==> src/rtl/rtc_pkg.sv <==
package rtc_pkg;

    localparam int DAY_W  = 15;
    localparam int HOUR_W = 5;
    localparam int MIN_W  = 6;
    localparam int SEC_W  = 6;
    localparam int WORD_W = DAY_W + HOUR_W + MIN_W + SEC_W;
    localparam int HALF_W = WORD_W / 2;

    localparam int FLAG_SEC  = 0;
    localparam int FLAG_ALM  = 1;
    localparam int FLAG_SW   = 2;
    localparam int FLAG_PEND = 14;
    localparam int NUM_FLAGS = 3;

    localparam int SEC_LAST  = 59;
    localparam int MIN_LAST  = 59;
    localparam int HOUR_LAST = 23;

    typedef struct packed {
        logic [DAY_W-1:0]  day;
        logic [HOUR_W-1:0] hour;
        logic [MIN_W-1:0]  min;
        logic [SEC_W-1:0]  sec;
    } rtc_time_t;

    typedef enum logic [2:0] {
        SLOT_TIME  = 3'd0,
        SLOT_MASK  = 3'd1,
        SLOT_FLAGS = 3'd2,
        SLOT_SW    = 3'd3,
        SLOT_ALARM = 3'd4,
        SLOT_PREN  = 3'd5,
        SLOT_NONE  = 3'd7
    } rtc_slot_e;

    typedef enum logic [1:0] {
        ACC_OK   = 2'd0,
        ACC_SIZE = 2'd1,
        ACC_MAP  = 2'd2
    } rtc_acc_e;

    function automatic rtc_time_t time_advance(input rtc_time_t t);
        rtc_time_t n;
        logic      c_min, c_hour, c_day;
        n      = t;
        c_min  = (t.sec  >= SEC_W'(SEC_LAST));
        c_hour = c_min  && (t.min  >= MIN_W'(MIN_LAST));
        c_day  = c_hour && (t.hour >= HOUR_W'(HOUR_LAST));
        n.sec  = c_min  ? '0 : t.sec + 1'b1;
        if (c_min)  n.min  = c_hour ? '0 : t.min + 1'b1;
        if (c_hour) n.hour = c_day  ? '0 : t.hour + 1'b1;
        if (c_day)  n.day  = t.day + 1'b1;
        return n;
    endfunction

endpackage

==> src/rtl/rtc_bus_decode.sv <==
module rtc_bus_decode
    import rtc_pkg::*;
#(
    parameter int ADDR_W = 8,
    parameter int SIZE_W = 3,
    parameter int SLOTS  = 6
) (
    input  logic [ADDR_W-1:0] addr,
    input  logic [SIZE_W-1:0] size,
    output rtc_slot_e         slot,
    output rtc_acc_e          acc,
    output logic              half
);
    localparam int IDX_W = ADDR_W - 2;
    localparam logic [IDX_W-1:0] SLOT_LIM = IDX_W'(SLOTS);

    logic [IDX_W-1:0] idx;
    logic             size_ok;

    assign idx     = addr[ADDR_W-1:2];
    assign size_ok = (size == SIZE_W'(2)) || (size == SIZE_W'(4));
    assign half    = (size == SIZE_W'(2));

    always_comb begin
        slot = SLOT_NONE;
        acc  = ACC_OK;
        if (!size_ok) begin
            acc = ACC_SIZE;
        end else if ((addr[1:0] != 2'b00) || (idx >= SLOT_LIM)) begin
            acc = ACC_MAP;
        end else begin
            slot = rtc_slot_e'(idx[2:0]);
        end
    end
endmodule

==> src/rtl/rtc_timekeeper.sv <==
module rtc_timekeeper
    import rtc_pkg::*;
(
    input  logic               clk,
    input  logic               rst,
    input  logic               count_en,
    input  logic               load_we,
    input  logic               load_half,
    input  logic [WORD_W-1:0]  load_data,
    output rtc_time_t          time_q,
    output rtc_time_t          time_next,
    output logic               pend_q
);
    rtc_time_t shadow_q;

    assign time_next = pend_q ? shadow_q : time_advance(time_q);

    always_ff @(posedge clk) begin
        if (rst) begin
            time_q   <= '0;
            shadow_q <= '0;
            pend_q   <= 1'b0;
        end else begin
            if (count_en) begin
                time_q <= time_next;
                pend_q <= 1'b0;
            end
            if (load_we) begin
                shadow_q <= load_half ? {time_q[WORD_W-1:HALF_W], load_data[HALF_W-1:0]}
                                      : load_data;
                pend_q   <= 1'b1;
            end
        end
    end
endmodule

==> src/rtl/rtc_event_unit.sv <==
module rtc_event_unit
    import rtc_pkg::*;
#(
    parameter int SW_W = 16
) (
    input  logic              clk,
    input  logic              rst,
    input  logic              count_en,
    input  rtc_time_t         time_next,
    input  logic [WORD_W-1:0] alarm,
    input  logic              pend,
    input  logic [HALF_W-1:0] mask,
    input  logic              sw_we,
    input  logic [SW_W-1:0]   sw_data,
    input  logic              clr_we,
    input  logic [HALF_W-1:0] clr_data,
    output logic [SW_W-1:0]   sw_q,
    output logic [HALF_W-1:0] flags_view,
    output logic              irq
);
    logic [NUM_FLAGS-1:0] flags_q;
    logic [NUM_FLAGS-1:0] set_v;
    logic [NUM_FLAGS-1:0] clr_v;

    always_comb begin
        set_v            = '0;
        set_v[FLAG_SEC]  = count_en;
        set_v[FLAG_ALM]  = count_en && (time_next == alarm);
        set_v[FLAG_SW]   = count_en && !sw_we && (sw_q == SW_W'(1));
        clr_v            = clr_we ? clr_data[NUM_FLAGS-1:0] : '0;
    end

    always_comb begin
        flags_view                  = '0;
        flags_view[NUM_FLAGS-1:0]   = flags_q;
        flags_view[FLAG_PEND]       = pend;
    end

    assign irq = |(flags_view & mask);

    always_ff @(posedge clk) begin
        if (rst) begin
            flags_q <= '0;
            sw_q    <= '0;
        end else begin
            flags_q <= (flags_q & ~clr_v) | set_v;
            if (sw_we) begin
                sw_q <= sw_data;
            end else if (count_en && (sw_q != '0)) begin
                sw_q <= sw_q - 1'b1;
            end
        end
    end
endmodule

==> src/rtl/rtc_packed_top.sv <==
module rtc_packed_top
    import rtc_pkg::*;
#(
    parameter int ADDR_W = 8,
    parameter int SIZE_W = 3,
    parameter int SW_W   = 16
) (
    input  logic              clk,
    input  logic              rst,
    input  logic              tick,
    input  logic              bus_valid,
    input  logic              bus_write,
    input  logic [ADDR_W-1:0] bus_addr,
    input  logic [SIZE_W-1:0] bus_size,
    input  logic [WORD_W-1:0] bus_wdata,
    output logic [WORD_W-1:0] bus_rdata,
    output logic [1:0]        bus_err_code,
    output logic              irq
);
    rtc_slot_e         slot;
    rtc_acc_e          acc;
    logic              half;
    logic              acc_ok, wr_ok;
    logic              count_en;
    rtc_time_t         time_q, time_next;
    logic              pend_q;
    logic [HALF_W-1:0] mask_q, pren_q, flags_view;
    logic [WORD_W-1:0] alarm_q;
    logic [SW_W-1:0]   sw_q;
    logic              time_we, sw_we, flags_we;
    logic [WORD_W-1:0] rd_val;
    logic [WORD_W-1:0] rdata_q;
    rtc_acc_e          err_q;

    rtc_bus_decode #(.ADDR_W(ADDR_W), .SIZE_W(SIZE_W)) u_dec (
        .addr(bus_addr), .size(bus_size), .slot(slot), .acc(acc), .half(half)
    );

    assign acc_ok   = bus_valid && (acc == ACC_OK);
    assign wr_ok    = acc_ok && bus_write;
    assign time_we  = wr_ok && (slot == SLOT_TIME);
    assign sw_we    = wr_ok && (slot == SLOT_SW);
    assign flags_we = wr_ok && (slot == SLOT_FLAGS);
    assign count_en = tick && pren_q[0];

    rtc_timekeeper u_time (
        .clk(clk), .rst(rst), .count_en(count_en),
        .load_we(time_we), .load_half(half), .load_data(bus_wdata),
        .time_q(time_q), .time_next(time_next), .pend_q(pend_q)
    );

    rtc_event_unit #(.SW_W(SW_W)) u_evt (
        .clk(clk), .rst(rst), .count_en(count_en), .time_next(time_next),
        .alarm(alarm_q), .pend(pend_q), .mask(mask_q),
        .sw_we(sw_we), .sw_data(bus_wdata[SW_W-1:0]),
        .clr_we(flags_we), .clr_data(bus_wdata[HALF_W-1:0]),
        .sw_q(sw_q), .flags_view(flags_view), .irq(irq)
    );

    always_comb begin
        case (slot)
            SLOT_TIME:  rd_val = time_q;
            SLOT_MASK:  rd_val = WORD_W'(mask_q);
            SLOT_FLAGS: rd_val = WORD_W'(flags_view);
            SLOT_SW:    rd_val = WORD_W'(sw_q);
            SLOT_ALARM: rd_val = alarm_q;
            SLOT_PREN:  rd_val = WORD_W'(pren_q);
            default:    rd_val = '0;
        endcase
        if (half) rd_val = {{HALF_W{1'b0}}, rd_val[HALF_W-1:0]};
    end

    always_ff @(posedge clk) begin
        if (rst) begin
            mask_q  <= '0;
            pren_q  <= '0;
            alarm_q <= '0;
            rdata_q <= '0;
            err_q   <= ACC_OK;
        end else begin
            rdata_q <= '0;
            err_q   <= ACC_OK;
            if (bus_valid) err_q <= acc;
            if (acc_ok && !bus_write) rdata_q <= rd_val;
            if (wr_ok) begin
                case (slot)
                    SLOT_MASK:  mask_q  <= bus_wdata[HALF_W-1:0];
                    SLOT_PREN:  pren_q  <= bus_wdata[HALF_W-1:0];
                    SLOT_ALARM: alarm_q <= half ? {alarm_q[WORD_W-1:HALF_W], bus_wdata[HALF_W-1:0]}
                                                : bus_wdata;
                    default: ;
                endcase
            end
        end
    end

    assign bus_rdata    = rdata_q;
    assign bus_err_code = err_q;
endmodule

==> config.mk <==
export PLATFORM = sky130hd
export DESIGN_NAME = rtc_packed_top
export DESIGN_NICKNAME = d
export VERILOG_FILES = /design/src/rtl/rtc_pkg.sv /design/src/rtl/rtc_bus_decode.sv /design/src/rtl/rtc_timekeeper.sv /design/src/rtl/rtc_event_unit.sv /design/src/rtl/rtc_packed_top.sv
export SDC_FILE = /design/constraint.sdc
export NUM_CORES = 1
export LEC_CHECK = 0
export CORE_MARGIN = 5
export CORE_UTILIZATION = 58
export DETAILED_ROUTE_END_ITERATION = 7
export DONT_BUFFER_PORTS = 1
export HOLD_SLACK_MARGIN = 0.06
export PLACE_DENSITY = 0.82
export SLEW_MARGIN = 25
export SYNTH_ARGS = -nofsm -noshare
export SYNTH_HDL_FRONTEND = slang
export SYNTH_SLANG_ARGS = --single-unit
==> constraint.sdc <==
create_clock -name clk -period 2.56 [get_ports clk]
set_input_delay 0.128 -clock clk [delete_from_list [all_inputs] [get_ports clk]]
set_output_delay 0.128 -clock clk [all_outputs]
set_load 0.01 [all_outputs]
==> results of run 1 <==
-- logic make-up after synthesis --
logic type                 after synthesis  synth area share
DFF                                    182             0.386
adders and majority gates                6           0.00795
muxes                                   17            0.0180
xor gates and xnor gates                62            0.0575
and+or+nand+nor                        476             0.234
AOI/OAI and AO/OA                      345             0.244
buffers and inverters                  108            0.0526
-- cell usage in the layout, fill, tap and decap left out, types with 4 or more instances in the layout --
| cell | n |
|---|---|
| nand2_1 | 222 |
| dfxtp_1 | 176 |
| buf_4 | 143 |
| a21oi_1 | 138 |
| nor2_1 | 108 |
| dlygate4sd3_1 | 51 |
| a22oi_1 | 49 |
| xnor2_1 | 38 |
| o21ai_0 | 36 |
| a211oi_1 | 33 |
| nand3_1 | 24 |
| xor2_1 | 23 |
| nor3_1 | 19 |
| mux2i_1 | 17 |
| clkbuf_16 | 17 |
| nand2b_1 | 12 |
| a222oi_1 | 12 |
| and3_1 | 11 |
| a31oi_1 | 10 |
| and2_1 | 8 |
| nand4_1 | 8 |
| o21ai_1 | 7 |
| inv_1 | 6 |
| or3_1 | 6 |
| o41ai_1 | 6 |
| o31ai_1 | 6 |
| dfxtp_2 | 6 |
| nand2_2 | 5 |
| clkinv_8 | 5 |
| or4_1 | 4 |
| buf_12 | 4 |
-- repair_timing --
| action | CTS | global route |
|---|---|---|
| setup endpoints to repair | 4 | 25 |
| resized for setup | 21 | 36 |
| pin swaps | 5 | 26 |
| setup buffers | 1 | 8 |
| hold buffers | 52 | 0 |
| hold endpoints to repair | 150 | 0 |
-- routing by layer --
metal  part of all wire  wire, µm  GRT usage
met1               0.37     11900      0.403
met4              0.044      1410      0.163
met2               0.49     15700      0.578
met3              0.089      2840     0.0683
met5                  0         0          0
-- sequential cells by signal (all words and copies together), names as in the netlist --
| register | cells |
|---|---|
| pren_q | 16 |
| u_time.time_q | 32 |
| u_evt.sw_q | 16 |
| u_time.shadow_q | 32 |
| bus_rdata | 32 |
| mask_q | 16 |
| alarm_q | 32 |
| u_time.pend_q | 1 |
| bus_err_code | 2 |
| u_evt.flags_q | 3 |
-- synthesized netlist by cell type (all sizes together) (3+ instances only) --
master  number  share of area
nor2       112          0.046
nor3        21          0.011
a222oi      12          0.013
xor2        23          0.021
nand3       26          0.014
mux2i       17          0.018
o21ai       47          0.025
nor3b        5         0.0057
o41ai        7         0.0085
ha           6         0.0080
a21oi      138          0.073
a32oi        3         0.0048
nor4         8         0.0091
nand2      228          0.092
and3        12         0.0080
and2         8         0.0053
xnor2       39          0.036
dfxtp      182           0.39
or2          5         0.0036
buf         47          0.028
o311ai       3         0.0046
nand2b      12         0.0080
clkbuf      55          0.022
inv          6         0.0024
o31ai        9         0.0077
a22oi       50          0.040
or3          9         0.0061
a31oi       10         0.0066
o211ai       3         0.0024
nand4        9         0.0066
a211oi      35          0.028
or4          7         0.0056
-- stage by stage --
| step | setup TNS (ps) | total power, µW |
|---|---|---|
| floorplan | 0 | 2960 |
| global placement | -78.1 | 2930 |
| detailed placement | -219 | 2930 |
| finish | -66.6 | 5730 |
| CTS | -33.6 | 5720 |
| global route | -372 | 5890 |
-- path summary, 6_finish.rpt --
path	start	endpoint	cells past startpoint
setup / recovery	u_time.time_q[6]	u_evt.flags_q[1]	10
hold / removal	bus_addr[4]	u_evt.flags_q[2]	5
setup reg to reg	u_time.time_q[6]	u_evt.flags_q[1]	10
hold reg to reg	u_time.shadow_q[14]	u_time.shadow_q[14]	2
-- cell type report --
type                       count  area [µm²]  area share
timing repair buffer         202        1730       0.146
sequential                   182        3650       0.309
inverter                       6        22.5     0.00191
clock inverter                15         200      0.0170
clock buffer                  17         425      0.0360
multi-input combinational    906        5510       0.467
tap                          216         270      0.0229
-- report_power, final --
| part | leakage, µW | internal (µW) | total (µW) | switching (µW) |
|---|---|---|---|---|
| Clock | 0.000295 | 1420 | 2750 | 1340 |
| Combinational | 0.00249 | 58.7 | 144 | 85.4 |
| Sequential | 0.00147 | 2830 | 2830 | 1.31 |
-- critical path, delay by kind of cell, from the launching register on --
kind            cells  cell delay, ps
fa+ha+maj           1             170
flops               1             340
buf+inv             1             150
compound gates      4             810
xor+xnor            1             220
simple gates        3             860
==> metrics, run 1 <==
status=finished, violations left; failing checks=negative setup slack; number of library cell types mapped by synthesis=82; Max Clk Rate=381 MHz; Post-Layout Cell Count=1544; clk buf depth=2; Mapped Area=9440 µm²; largest net degree at the start of global routing=134; post-synthesis sequential area ratio=0.386; # fillers=1156; aggregate global routing overflow=0; CP endpoint kind=register; post-route ant nets=0; R2R Setup Slk=-70 ps; DR pass1 iterations=7; Max stage delay on crit path=560 ps; Pwr Density=485 nW/µm²; Clk Latency, worst-skew pair=450 ps; Placed Instances=1451; Die Ht=138 µm; Post-synth EDFFs=0; Max Cap Violations=0; number of global-route vias before repair=9497; WP data arrival=2990 ps; Worst-Margin Slew=642 ps; share of cells above drive strength 1=0.190; # rows=46; core area=15900 µm²; htree depth=4; final core utilization=0.740; Fin Hold WS=107 ps; final worst slack=-66.6 ps; Area Overhead vs Synth=25.1%; fin area=11800 µm²; RSZ-0062 raised after global routing=true; Most used DFF post-synth=dfxtp_1; initial antenna violation count=0; # port buffers=0; Crit-path slowest cell=or4_4; GP Congestion=0.981; Avg WL per Cell=20.6 µm; Min-Delay Path Class=in2reg; DP Worst Slack=-170 ps; setup violators final=1; Cells after Synth=1196; worst-path maximum fanout=3; # IOs=83; Initial Utilization=0.592; crit-path cells=ha_4 > o2111a_2 > buf_4 > nor3_1 > a21oi_1 > o21ai_0 > xnor2_1 > nand4_1 > or4_4 > o31ai_4; antenna fix cells=0; All-Layer GR Usage=0.337; Layout Skew=18.2 ps; P_leak=0.00425 µW; kind of critical path=reg2reg; CTS tree=built; iteration-0 DRC count of the detailed router=1212; Final min period=2630 ps; DRC viols=0; post-synthesis net count=1250; Final period util=1.03; CP Launch Type=register; Final nets=1369; DR vias=9932; first-pass GRT wire length=50200 µm; synthesis-stage register bit count=182; Crit path required time=2920 ps; Worst-path clk slew=80 ps; final hold viol count=0; max-slew violations=0; CTS buffer count=17; async set-reset flop share out of synthesis=0; CTS Sinks=182; worst vdd ir=0.528 mV; Yosys Warn Count=0; Synth Area per Inst=7.89 µm²; die area=18900 µm²; vias per cell=6.43; Root Buffer=clkbuf_16; Max-slew headroom=0.572; WL final=31800 µm; placed instance area=10300 µm²; post-DP HPWL=21100 µm; Die X-Extent=138 µm
(Power assumes the default switching activity.)
==> run 2, diff against run 1 <==
--- a/config.mk
+++ b/config.mk
@@ -11,6 +11,7 @@
 export DONT_BUFFER_PORTS = 1
 export HOLD_SLACK_MARGIN = 0.06
 export PLACE_DENSITY = 0.82
+export SKIP_LAST_GASP = 1
 export SLEW_MARGIN = 25
 export SYNTH_ARGS = -nofsm -noshare
 export SYNTH_HDL_FRONTEND = slang
==> run 2 against run 1 <==
  * The flow finishes with violations (design-rule violations, negative setup slack)
  * Worst setup slack better by 19 ps
  * Hold slack better by 5.2 ps
  * Combinational power about the same
  * Final cell count about the same
  * Critical path depth down 1
  * Register-to-register slack better by 20 ps
  * Critical endpoint unchanged
==> metrics, run 2 (synthesized netlist as in run 1, its figures left out) <==
CTS Sinks=182; clk buf depth=2; DR pass1 iterations=8; first-pass GRT wire length=50200 µm; WHS Path Cells=5; Hold EP=u_evt.flags_q[2]; setup violators final=3; Max Cap Violations=0; Layout Skew=18.9 ps; worst vdd ir=0.523 mV; crit-path cells=ha_4 > o2111a_2 > nand2_2 > or4_4 > nand3_2 > xnor2_1 > nand3_1 > or4_4 > o31ai_4; placed instance area=10300 µm²; Avg WL per Cell=20.5 µm; post-route ant nets=0; max-slew violations=0; Worst-path clk slew=80 ps; GP Congestion=0.981; CTS tree=built; final core utilization=0.735; kind of critical path=reg2reg; Root Buffer=clkbuf_16; fin area=11700 µm²; WP data arrival=2970 ps; iteration-0 DRC count of the detailed router=1228; RSZ-0062 raised after global routing=true; # rows=46; Final min period=2610 ps; aggregate global routing overflow=0; number of global-route vias before repair=9506; share of cells above drive strength 1=0.179; largest net degree at the start of global routing=134; Clk Latency, worst-skew pair=450 ps; most used cell, CP=or4_4; # fillers=1164; worst-path maximum fanout=6; hold wc startpoint=bus_addr[4]; Power Total=5720 µW; Initial Utilization=0.592; Worst-Margin Slew=593 ps; Crit path required time=2920 ps; WL final=31600 µm; P_leak=0.00423 µW; Fin Hold WS=112 ps; RR Endpoint=u_evt.flags_q[1]; failing checks=design-rule violations, negative setup slack; CP Launch Type=register; antenna fix cells=0; Pwr Density=488 nW/µm²; post-DP HPWL=21100 µm; final worst slack=-47.2 ps; final hold viol count=0; Reg2Reg Depth=9; htree depth=4; Crit-path slowest cell=or4_4; Max-slew headroom=0.605; # port buffers=0; R2R Setup Slk=-50 ps; Die Ht=138 µm; Max Clk Rate=384 MHz; core area=15900 µm²; most frequent cells in the layout=nand2_1, dfxtp_1, buf_4, a21oi_1, nor2_1; initial antenna violation count=0; Max stage delay on crit path=570 ps; All-Layer GR Usage=0.337; Final nets=1368; reg2reg start=u_time.time_q[1]; status=finished, violations left; Min-Delay Path Class=in2reg; Final period util=1.02; # IOs=83; DRC viols=6; Area Overhead vs Synth=24.1%; CTS buffer count=17; DR vias=9877; Die X-Extent=138 µm; most common cell after layout, fill and taps aside=nand2_1; vias per cell=6.40; CP endpoint kind=register; die area=18900 µm²
[run 2: cell count changes in the layout (fill, tap and decap cells not counted), sizes merged]
cell	before	now
buf	151	150
[run 2: final cells by class]
type,count,area [µm²],share of cell area
Clock buffer,17,425,0.0363
Tap cell,216,270,0.0231
Sequential cell,182,3650,0.312
Timing Repair Buffer,201,1710,0.146
Multi-Input combinational cell,906,5440,0.464
Inverter,6,22.5,0.00192
Clock inverter,15,200,0.0171
[run 2: worst max-delay path by stage]
stage,startpoint,end,slack (ps)
floorplan,u_time.time_q[0],u_evt.flags_q[1],4
global placement,u_time.time_q[0],u_evt.flags_q[1],-80
detailed placement,u_time.time_q[0],u_evt.flags_q[1],-170
CTS,u_time.time_q[7],u_evt.flags_q[1],-60
global route,u_evt.sw_q[8],u_evt.sw_q[14],-170
finish,u_time.time_q[1],u_evt.flags_q[1],-50
[run 2: worst max-delay path, delay by kind of cell (launching register included)]
family          cells  cell delay (ps)
simple gates        5             1370
compound gates      2              490
flops               1              360
fa+ha+maj           1              180
xor+xnor            1              120
[run 2: stage by stage]
stage	setup TNS (ps)	std cells	worst slack, ps
after CTS	-64.2	1536	-64.2
after global routing	-637	1543	-166
after detailed placement	-219	1451	-170
after global placement	-78.1	1451	-78.1
final	-67.6	1543	-47.2
after floorplan	0	1196	3.85
[run 2: report_power, final]
part | internal, µW | leakage (µW) | switching, µW
clock | 1420 | 0.000295 | 1330
combinational | 58.7 | 0.00246 | 85.1
sequential | 2830 | 0.00147 | 1.31
total | 4300 | 0.00423 | 1410
[run 2: per-layer routing]
metal  up-vias  wire length [µm]  global-route usage
li1       4495                 -                   -
met1      4614             12100               0.403
met2       625             15500               0.578
met3       143              2630              0.0683
met4         0              1410               0.163
met5         -                 0                   0
[run 2: repair_timing]
| item | 4_1_cts | 5_1_grt |
|---|---|---|
| gates resized for setup | 18 | 21 |
| hold buffers | 52 | 0 |
| setup endpoints to repair | 4 | 25 |
| hold endpoints to repair | 150 | 0 |
| pin swaps | 4 | 17 |
| buffers inserted | 1 | 7 |
